--- config.mk ---
export PLATFORM = sky130hd
export DESIGN_NAME = video_dither_gen
export DESIGN_NICKNAME = d
export VERILOG_FILES = /design/src/rtl/video_dither_gen.sv
export SDC_FILE = /design/constraint.sdc
export NUM_CORES = 1
export LEC_CHECK = 0
export BUFFER_PORTS_ARGS = -buffer_cell sky130_fd_sc_hd__buf_4
export CAP_MARGIN = 0
export CORE_AREA = 2 2 55 57
export CTS_BUF_LIST = sky130_fd_sc_hd__clkbuf_8
export DETAILED_ROUTE_END_ITERATION = 16
export DIE_AREA = 0 0 57 59
export PLACE_DENSITY = 0.8
export SYNTH_ARGS = -nofsm -noshare
export SYNTH_HDL_FRONTEND = slang
export SYNTH_SLANG_ARGS = --single-unit
--- constraint.sdc ---
create_clock -name clk -period 3.2 [get_ports clk]
set_input_delay 0.32 -clock clk [delete_from_list [all_inputs] [get_ports clk]]
set_output_delay 0.32 -clock clk [all_outputs]
set_load 0.005 [all_outputs]
--- src/rtl/video_dither_gen.sv ---
module video_dither_gen #(
  parameter int          W    = 8,
  parameter logic [15:0] SEED = 16'hACE1
) (
  input  logic                clk,
  input  logic                rst_n,
  input  logic                hsync,
  input  logic                vsync,
  input  logic [W-1:0]        pix_in,
  input  logic                dith_en,
  input  logic                amp_sel,
  input  logic [1:0]          step_mode,
  input  logic                seed_clr,
  output logic [W-1:0]        pix_out,
  output logic signed [2:0]   dith_val
);

  localparam int SW = W + 2;

  logic [15:0]       lfsr;
  logic              hs_q, vs_q;
  logic              step;
  logic signed [2:0] raw;
  logic [SW-1:0]     sum;
  logic [W-1:0]      clamped;

  wire hs_rise = hsync & ~hs_q;
  wire vs_rise = vsync & ~vs_q;
  wire fb      = lfsr[15] ^ lfsr[13] ^ lfsr[12] ^ lfsr[10];

  always_comb begin
    case (step_mode)
      2'b00:   step = 1'b1;
      2'b01:   step = hs_rise;
      default: step = vs_rise;
    endcase
  end

  assign raw      = amp_sel ? (lfsr[0] ? 3'sb111 : 3'sb000) : {lfsr[1], lfsr[1:0]};
  assign dith_val = dith_en ? raw : 3'sb000;
  assign sum      = {2'b00, pix_in} + {{(SW-3){dith_val[2]}}, dith_val};
  assign clamped  = sum[SW-1] ? '0 : (sum[W] ? '1 : sum[W-1:0]);

  always_ff @(posedge clk or negedge rst_n) begin
    if (!rst_n) begin
      lfsr    <= SEED;
      hs_q    <= 1'b0;
      vs_q    <= 1'b0;
      pix_out <= '0;
    end else begin
      hs_q    <= hsync;
      vs_q    <= vsync;
      pix_out <= dith_en ? clamped : pix_in;
      if (seed_clr)  lfsr <= SEED;
      else if (step) lfsr <= {lfsr[14:0], fb};
    end
  end

  AST_LFSR_NONZERO: assert property (@(posedge clk) disable iff (!rst_n)
    lfsr != 16'h0000);

  AST_SEED_RELOAD: assert property (@(posedge clk) disable iff (!rst_n)
    seed_clr |=> lfsr == SEED);

  AST_LINE_HOLD: assert property (@(posedge clk) disable iff (!rst_n)
    (step_mode == 2'b01 && !(hsync && !hs_q) && !seed_clr) |=> $stable(lfsr));

  AST_FRAME_HOLD: assert property (@(posedge clk) disable iff (!rst_n)
    (step_mode[1] && !(vsync && !vs_q) && !seed_clr) |=> $stable(lfsr));

  AST_PASS_THROUGH: assert property (@(posedge clk) disable iff (!rst_n)
    !dith_en |=> pix_out == $past(pix_in));

  AST_NARROW_SPAN: assert property (@(posedge clk) disable iff (!rst_n)
    (dith_en && amp_sel) |-> dith_val <= 3'sb000);

endmodule

==> impl_metrics.tcl, run 1 <==
set metrics [dict create \
    path_cells "mux2_4 -> nand2_2 -> clkinv_1 -> xnor2_1 -> ha_1 -> nand2_1 -> nor3_1 -> a32o_1 -> nor2_1 -> o221ai_1" \
    max_stage_delay_ps 420 \
    synthSimpleGateAreaFrac_pct 20.22 \
    clk_pin_slew_worst_paths_ps 80 \
    clock_sinks 26 \
    core-area_sq_mm 0.002710 \
    drtIter0Drc 87 \
    synth_xor_area_share_pct 3.614 \
    synthTopCellsByArea "dfrtp_1 31%, dfstp_2 14%, mux2i_1 6.9%, nor2_1 4.9%, a211o_1 4.8%" \
    finalSetupTns_ps 0 \
    avgSynthCellArea_sq_um 9.958 \
    endpoint_kind "flop" \
    syn-num-nets 165 \
    power_frac_seq_pct 50.1 \
    die-area_sq_mm 0.003363 \
    fin_worst_hold_slack_ps 170.0 \
    netlist_area_sq_mm 0.001454 \
    critPathBufInv 1 \
    wl_microns 2915 \
    status "finished, final reports clean" \
    hpwl_microns 2100 \
    ys_warn_count 0 \
    r2r-end "pix_out[5]" \
    synth_top_family_by_area "simple AND/OR/NAND/NOR gates" \
    crit_arrival_ps 2820 \
    worst-path-stages 10 \
    p_switching_w 0.0001989 \
    drc_errors 0 \
    fin_crit_sh_pct 82.52 \
    drtAntennaViolNets 0 \
    worst_pin_slew_ps 444.5 \
    synth_top_area_share_pct 30.98 \
    syn_to_final_growth_pct 18.24 \
    start_util_pct 53.65 \
    power.share.clock_pct 27.4 \
    r2r_cells 10 \
    highest_layer "met4" \
    p_sw_share_pct 26.42 \
    met2_length_microns 1441 \
    nFillCells 234 \
    wl_met3_microns 181 \
    rsz0062_at_grt "false" \
    grt_pass1_vias 1104 \
    cts_setup_buffers 0 \
    yosysTopAreaCell "dfrtp_1" \
    grt_pass1_wl_microns 4905 \
    die_x_microns 57 \
    synthArstFlopShare_pct 100.0 \
    synth.lib_cells_used.distinct 41 \
    clock_tree.root_cell "clkbuf_8" \
    clk_path_buf_depth 2 \
    synth.most_common_cell "nor2_1" \
    synthMuxAreaShare_pct 7.917 \
    maxCapViolations 0 \
    relSlewSlack_pct 69.52 \
    skew_ps 1.212 \
    final_nets 191 \
    gp_congestion 0.9974 \
    regToRegStartpoint "lfsr[1]" \
    core.rowCount 19 \
    synth_flop_cell "dfrtp_1" \
    maxSlewViolCount 0 \
    max_freq_mhz 378.7 \
    ys_ff_latch 26 \
    fin_ws_ps 559.4 \
    crit_fanout 8 \
    whs_endpoint "hs_q" \
    via_count 1226 \
    via_per_inst 6.069 \
    crit_family "simple AND/OR/NAND/NOR gates" \
    yosys.area_share.adder_pct 1.721 \
    avgRoutedWirePerCell_microns 14.43 \
    drive_above_1_share_pct 28.07 \
    antenna_found_initial 0 \
    p_int_w 0.0005540 \
    synth_edf_count 0 \
    ctsHtreeMaxLevel 1 \
    path_class "reg -> reg" \
    final_area_sq_mm 0.001719 \
    synthTopCellsByCount "19 x nor2_1, 18 x dfrtp_1, 10 x mux2i_1" \
    hold_depth 1 \
    p_comb_share_pct 22.5 \
    max-vdd-ir-drop_uv 320.6 \
    clock_latency_ps 260 \
    r2r_slack_ps 560 \
    fp.dieH_microns 59 \
    port-buffer-count 27 \
    postPlaceCellArea_sq_mm 0.001654 \
    hp-class "in -> reg" \
    grt_usage_pct 18.68 \
    pre_cts_ws_ps 587.3 \
    fin_crit_ps 2641 \
    hold_violations 0 \
    cpMaxStageDelayCell "dfrtp_1" \
    ys_seq_area_share_pct 45.44 \
    crit_required_ps 3380 \
    cts_tree "done" \
    wl_met1_microns 1197 \
    netlist_instances 146 \
    drtPass1Iterations 5 \
    start_kind "flop" \
    grt-ovfl-total 0 \
    grt_max_degree 27 \
    hold_start "hsync" \
    report.final.setup_viol 0 \
    numCtsBuffers 3 \
    leakagePower_nw 0.7581 \
    pin_count 28 \
    num_antenna_cells 0 \
    synth_compound_area_share_pct 16.44 \
    power-per-cell-area_mw_per_mm2 437.9 \
]
[worst max path at each step]
stage	start	endpoint	slack, ps
3_3_place_gp	amp_sel	pix_out[5]	750
6_report	lfsr[1]	pix_out[5]	560
5_1_grt	lfsr[1]	pix_out[5]	310
4_1_cts	lfsr[1]	pix_out[5]	610
2_1_floorplan	lfsr[1]	pix_out[5]	960
3_5_place_dp	amp_sel	pix_out[5]	590
[placed cells by master, fill, tap and decap left out, types with 2 or more instances in the layout]
cell / n
buf_4: 28
nor2_1: 19
dfrtp_1: 18
mux2i_1: 10
nand2_1: 8
a211o_1: 8
dfstp_2: 8
nand3_1: 7
nor3_1: 7
nor2b_1: 7
xnor2_1: 5
inv_1: 4
a21oi_1: 4
o21ai_0: 4
clkbuf_8: 4
nor4_1: 3
a32o_1: 2
a211oi_1: 2
o21ai_1: 2
ha_1: 2
[state kept, by name, summed over array words and instances (netlist names)]
name / cells
hs_q: 1
vs_q: 1
pix_out: 8
lfsr: 16
[logic make-up (layout without fill, tap and decap cells)]
| kind of cell | Yosys count | count (layout) |
|---|---|---|
| AO/OA/AOI/OAI | 31 | 31 |
| XOR/XNOR | 6 | 6 |
| adder cells (fa/ha/maj) | 2 | 2 |
| buffers and inverters | 13 | 38 |
| flip-flops | 26 | 26 |
| multiplexers | 11 | 11 |
| AND/OR/NAND/NOR | 57 | 57 |
[per-layer routing]
layer  track usage [%]  vias up
met1             23.83      584
li1                  -      569
met3             1.965       13
met4             11.63        0
met2             30.71       60
met5                 0        -
[metrics by stage]
stage / instances / power, W / util, %
6_report: 202 / 0.0007529 / 63.43
5_1_grt: 202 / 0.0007934 / 63.43
4_1_cts: 202 / 0.0007617 / 63.43
3_5_place_dp: 197 / 0.0005515 / 61.03
3_3_place_gp: 197 / 0.0005456 / 61.03
2_1_floorplan: 146 / 0.0004863 / -
[area by class of cell]
type                       count  area, sq um  area share (%)
multi-input combinational    107        725.7           42.21
clock buffer                   4        55.05           3.202
tap                           31        38.79           2.256
sequential                    26        660.6           38.43
timing repair buffer          29        220.2           12.81
inverter                       5        18.77           1.092
[worst register-to-register path: cells and delay by family (launching register included)]
kind	cells	cell delay [ps]
XOR/XNOR	1	230
adder cells (fa/ha/maj)	1	350
buffers and inverters	1	220
AND/OR/NAND/NOR	4	530
multiplexers	1	330
flip-flops	1	420
AO/OA/AOI/OAI	2	470
[power groups by stage]
stage	clock network, W	logic, W	registers [W]
CTS	0.000214	0.000170	0.000378
floorplan	0	0.000105	0.000381
global placement	0	0.000162	0.000383
finish	0.000206	0.000169	0.000377
detailed placement	0	0.000168	0.000384
global route	0.000226	0.000186	0.000382
[timing repair]
| action | 4_1_cts | 5_1_grt |
|---|---|---|
| hold buffers | 1 | 0 |
| resized for setup | 0 | 0 |
| hold endpoints to repair | 18 | 0 |
(Power assumes the default switching activity.)
==> run 2: changes to the inputs <==
==> constraint.sdc (replaced) <==
create_clock -name clk -period 2.66 [get_ports clk]
set_input_delay 0.266 -clock clk [delete_from_list [all_inputs] [get_ports clk]]
set_output_delay 0.266 -clock clk [all_outputs]
set_load 0.005 [all_outputs]
==> run 2 against run 1 <==
Global-route usage down 0.16 points. Total power increased by 21%. Clock-buffer cell count is the same. Clock skew is essentially flat. Critical path type unchanged. Sequential share of layout area is 0.17 points lower. Maximum frequency increased by 8.9%. Cell count rose by 0.50%. Routed wire length down 0.34%. Setup slack got worse by 320 ps. Sequential power is 20% higher.
==> impl_metrics.tcl, run 2 (same netlist as run 1, synthesis figures left out) <==
set metrics [dict create \
    drive_above_1_share_pct 28.49 \
    skew_ps 1.403 \
    leakagePower_nw 0.7632 \
    drtAntennaViolNets 0 \
    drtPass1Iterations 4 \
    postCtsHoldBufs 1 \
    max-vdd-ir-drop_uv 396.5 \
    grt.busiest_layer "met2" \
    max_freq_mhz 412.3 \
    hold_violations 0 \
    crit_fanout 7 \
    hpwl_microns 2187 \
    fin_crit_sh_pct 91.18 \
    nFillCells 233 \
    p_int_w 0.0006687 \
    final_nets 192 \
    clock_sinks 26 \
    via_count 1209 \
    finalSetupTns_ps 0 \
    p_switching_w 0.0002426 \
    met3_usage_pct 1.747 \
    pin_count 28 \
    port-buffer-count 27 \
    largest_register "lfsr" \
    gp_congestion 0.9217 \
    p_comb_share_pct 22.6 \
    grt_usage_pct 18.52 \
    power.share.clock_pct 27.6 \
    met1_usage_pct 22.65 \
    hold_depth 1 \
    report.final.setup_viol 0 \
    start_util_pct 53.65 \
    final_util_pct 63.71 \
    die_x_microns 57 \
    grt_max_degree 27 \
    ctsResizeCount 0 \
    core.rowCount 19 \
    start_kind "flop" \
    num_antenna_cells 0 \
    wl_microns 2905 \
    power-per-cell-area_mw_per_mm2 527.8 \
    hp-class "in -> reg" \
    top_regs "lfsr: 16 flops, pix_out: 8 flops" \
    clk_path_buf_depth 2 \
    clock_tree.root_cell "clkbuf_8" \
    drtIter0Drc 70 \
    grt_use_met2_pct 30.54 \
    crit_arrival_ps 2620 \
    relSlewSlack_pct 67.85 \
    die-area_sq_mm 0.003363 \
    avgRoutedWirePerCell_microns 14.31 \
    syn_to_final_growth_pct 18.76 \
    cts_setup_buffers 0 \
    crit_required_ps 2850 \
    layout_commonest_cell "buf_4" \
    drc_errors 0 \
    maxSlewViolCount 0 \
    power_frac_seq_pct 49.9 \
    via_per_inst 5.956 \
    endpoint_kind "flop" \
    clock_latency_ps 260 \
    largest_reg_flops 16 \
    rsz0062_at_grt "false" \
    core-area_sq_mm 0.002710 \
    p_sw_share_pct 26.62 \
    grt_pass1_wl_microns 4857 \
    ctsHtreeMaxLevel 1 \
    final_cell_mix "29 x buf_4, 19 x nor2_1, 18 x dfrtp_1" \
    grt-ovfl-total 0 \
    fin_crit_ps 2425 \
    fp.dieH_microns 59 \
    path_class "reg -> reg" \
    maxCapViolations 0 \
    cts_tree "done" \
    clk_pin_slew_worst_paths_ps 90 \
    antenna_found_initial 0 \
    numCtsBuffers 3 \
    r2r_cells 10 \
    worst_pin_slew_ps 468.9 \
    status "finished, final reports clean" \
    grt_pass1_vias 1152 \
]
## run 2: area by class of cell
cell class	count	area, sq um	area share [%]
multi-input cells	107	725.7	42.03
repair buffers	30	227.7	13.19
inverters	5	18.77	1.087
clock buffers	4	55.05	3.188
flip-flops and latches	26	660.6	38.26
well taps	31	38.79	2.246
## run 2: power by group through the flow
| stage | sequential (W) | clock, W | combinational [W] |
|---|---|---|---|
| after CTS | 0.000455 | 0.000256 | 0.000206 |
| after detailed placement | 0.000462 | 0 | 0.000204 |
| after global routing | 0.000459 | 0.000266 | 0.000226 |
| final | 0.000454 | 0.000251 | 0.000206 |
| after floorplan | 0.000459 | 0 | 0.000126 |
| after global placement | 0.000461 | 0 | 0.000199 |
## run 2: metal layers
metal	up-vias	share of wire [%]
li1	572	-
met1	577	39
met2	52	52
met3	8	5.2
met4	0	3.1
met5	-	0
## run 2: critical path, stage by stage, from the launching register on
cell	delay (ps)
dfrtp_1	430
mux2_4	320
nand2_2	110
clkinv_1	100
xnor2_1	150
ha_1	350
nand2_1	120
nor3_1	210
a32o_1	300
a21oi_1	110
a31oi_1	140
## run 2: final timing paths
path	from	to	slack (ps)
hold / removal	hsync	hs_q	110
max in group asynchronous	rst_n	lfsr[15]	1930
hold reg to reg	lfsr[9]	lfsr[9]	530
min in group asynchronous	rst_n	vs_q	430
setup reg to reg	lfsr[1]	pix_out[7]	230
setup / recovery	lfsr[1]	pix_out[7]	230
## run 2: stage by stage
stage	std cells	total power [W]	instance area, sq um	hold WS, ps	setup slack [ps]
floorplan	146	0.0005851	1454	-29.59	420.7
global placement	198	0.0006599	1662	180.4	388.1
detailed placement	198	0.0006662	1662	186.4	258.3
CTS	203	0.0009168	1727	106.9	237.1
global route	203	0.0009505	1727	104.0	30.64
finish	203	0.0009114	1727	111.4	234.6
==> run 3: changes to the inputs <==
--- a/config.mk
+++ b/config.mk
@@ -12,6 +12,7 @@
 export DETAILED_ROUTE_END_ITERATION = 16
 export DIE_AREA = 0 0 57 59
 export PLACE_DENSITY = 0.8
+export SETUP_SLACK_MARGIN = 0.3
 export SYNTH_ARGS = -nofsm -noshare
 export SYNTH_HDL_FRONTEND = slang
 export SYNTH_SLANG_ARGS = --single-unit
==> run 3 against run 2 <==
Sequential power about the same. Critical path depth decreased by 1. Register-to-register slack improved by 160 ps. Design area increased by 2.5%. Clock power about the same. Sequential share of layout area decreased by 0.95 points. Clock skew increased by 2.1 ps. Maximum frequency increased by 7.1%. Flip-flop and latch count unchanged. Critical path type unchanged. Critical endpoint is now pix_out[5]. Largest power group unchanged. Highest routed layer unchanged.
==> impl_metrics.tcl, run 3 (same netlist as run 1, synthesis figures left out) <==
set metrics [dict create \
    ff_latch_area_sq_um 660.6 \
    gp_congestion 0.9217 \
    fin_crit_ps 2264 \
    multi_input_comb_area_sq_um 739.5 \
    clock_tree.root_cell "clkbuf_8" \
    endpoint_kind "flop" \
    crit_family "compound AO/OA/AOI/OAI gates" \
    pin_count 28 \
    postPlaceCellArea_sq_mm 0.001662 \
    regToRegStartpoint "lfsr[1]" \
    place_inst 198 \
    leakagePower_nw 0.7887 \
    path_class "reg -> reg" \
    start_kind "flop" \
    report.final.setup_viol 0 \
    clk_path_buf_depth 2 \
    via_count 1230 \
    r2r-end "pix_out[5]" \
    clock_latency_ps 260 \
    path_cells "mux2_4 -> nand2_2 -> clkinv_1 -> xnor2_1 -> ha_2 -> nor4_4 -> a32o_2 -> nor2_1 -> o221ai_1" \
    top_regs "lfsr: 16 flops, pix_out: 8 flops" \
    grt_pass1_vias 1152 \
    fin_cells 207 \
    final_nets 196 \
    start_util_pct 53.65 \
    status "finished, final reports clean" \
    critPathBufInv 1 \
    maxSlewViolCount 0 \
    hp-class "in -> reg" \
    avgRoutedWirePerCell_microns 14.81 \
    grt_max_degree 27 \
    relSlewSlack_pct 68.83 \
    crit_arrival_ps 2440 \
    max-vdd-ir-drop_uv 394.2 \
    largest_reg_flops 16 \
    layout_commonest_cell "buf_4" \
    grt-ovfl-total 0 \
    wl_microns 3066 \
    hold_violations 0 \
    core.rowCount 19 \
    max_stage_delay_ps 430 \
    die_x_microns 57 \
    numCtsBuffers 3 \
    power_w 0.0009241 \
    crit_fanout 6 \
    crit_required_ps 2840 \
    via_per_inst 5.942 \
    drtAntennaViolNets 0 \
    drtPass1Iterations 4 \
    drive_above_1_share_pct 32.39 \
    nFillCells 224 \
    rsz0062_at_grt "true" \
    num_antenna_cells 0 \
    max_freq_mhz 441.8 \
    power-per-cell-area_mw_per_mm2 521.9 \
    skew_ps 3.517 \
    worst_pin_slew_ps 454.5 \
    clock_sinks 26 \
    r2r_slack_ps 400 \
    ctsHtreeMaxLevel 1 \
    r2r_cells 9 \
    final_cell_mix "33 x buf_4, 19 x nor2_1, 18 x dfrtp_1" \
    port-buffer-count 27 \
    worst-path-stages 9 \
    fin_crit_sh_pct 85.10 \
    drc_errors 0 \
    core-area_sq_mm 0.002710 \
    cts_tree "done" \
    final_util_pct 65.33 \
    final_area_sq_mm 0.001770 \
    cpMaxStageDelayCell "dfrtp_1" \
    worstSetupStartpoint "lfsr[1]" \
    drtIter0Drc 54 \
    largest_register "lfsr" \
    die-area_sq_mm 0.003363 \
    clk_pin_slew_worst_paths_ps 90 \
    hpwl_microns 2187 \
    finalSetupTns_ps 0 \
    setup.worst_path.end "pix_out[5]" \
    grt_usage_pct 18.52 \
    antenna_found_initial 0 \
    maxCapViolations 0 \
    syn_to_final_growth_pct 21.77 \
    grt_pass1_wl_microns 4857 \
    fp.dieH_microns 59 \
]
run 3: area by class of cell:
type                       instances  share of cell area [%]
timing repair buffer              34                   14.56
tap                               31                   2.191
multi-input combinational        107                   41.77
clock buffer                       4                   3.110
inverter                           5                   1.060
sequential                        26                   37.31
run 3: through the flow:
step	hold WS [ps]	worst slack, ps
after floorplan	-29.59	420.7
after global routing	104.0	249.8
after global placement	180.4	388.1
after CTS	106.9	312.9
after detailed placement	186.4	258.3
final	111.3	396.3
run 3: how the worst min path moves through the flow:
stage,start,to,slack (ps),cells after the start
after floorplan,rst_n,hs_q,-30,0
after global placement,rst_n,lfsr[8],180,1
after detailed placement,rst_n,lfsr[8],190,1
after CTS,hsync,hs_q,110,1
after global routing,hsync,hs_q,100,1
final,hsync,hs_q,110,1
run 3: power by group:
group          switching [W]  leakage, nW  internal (W)
registers          0.0000185        0.310      0.000436
logic               0.000110        0.450      0.000110
clock network       0.000117       0.0288      0.000132
total               0.000246        0.789      0.000678
run 3: per-layer routing:
metal  GRT usage (%)  up-vias  share of wire [%]
met5               0        -                  0
met4           13.95        0                3.2
met3           1.747        9                3.6
met2           30.54       45                 52
met1           22.65      596                 41
li1                -      580                  -
run 3: what timing repair did:
item,4_1_cts,5_1_grt
endpoints found under the setup margin,3,6
resized for setup,1,3
setup buffers,0,4
hold buffers,1,0
endpoints found under the hold margin,18,0
gates cloned,0,0
pin swaps,0,2
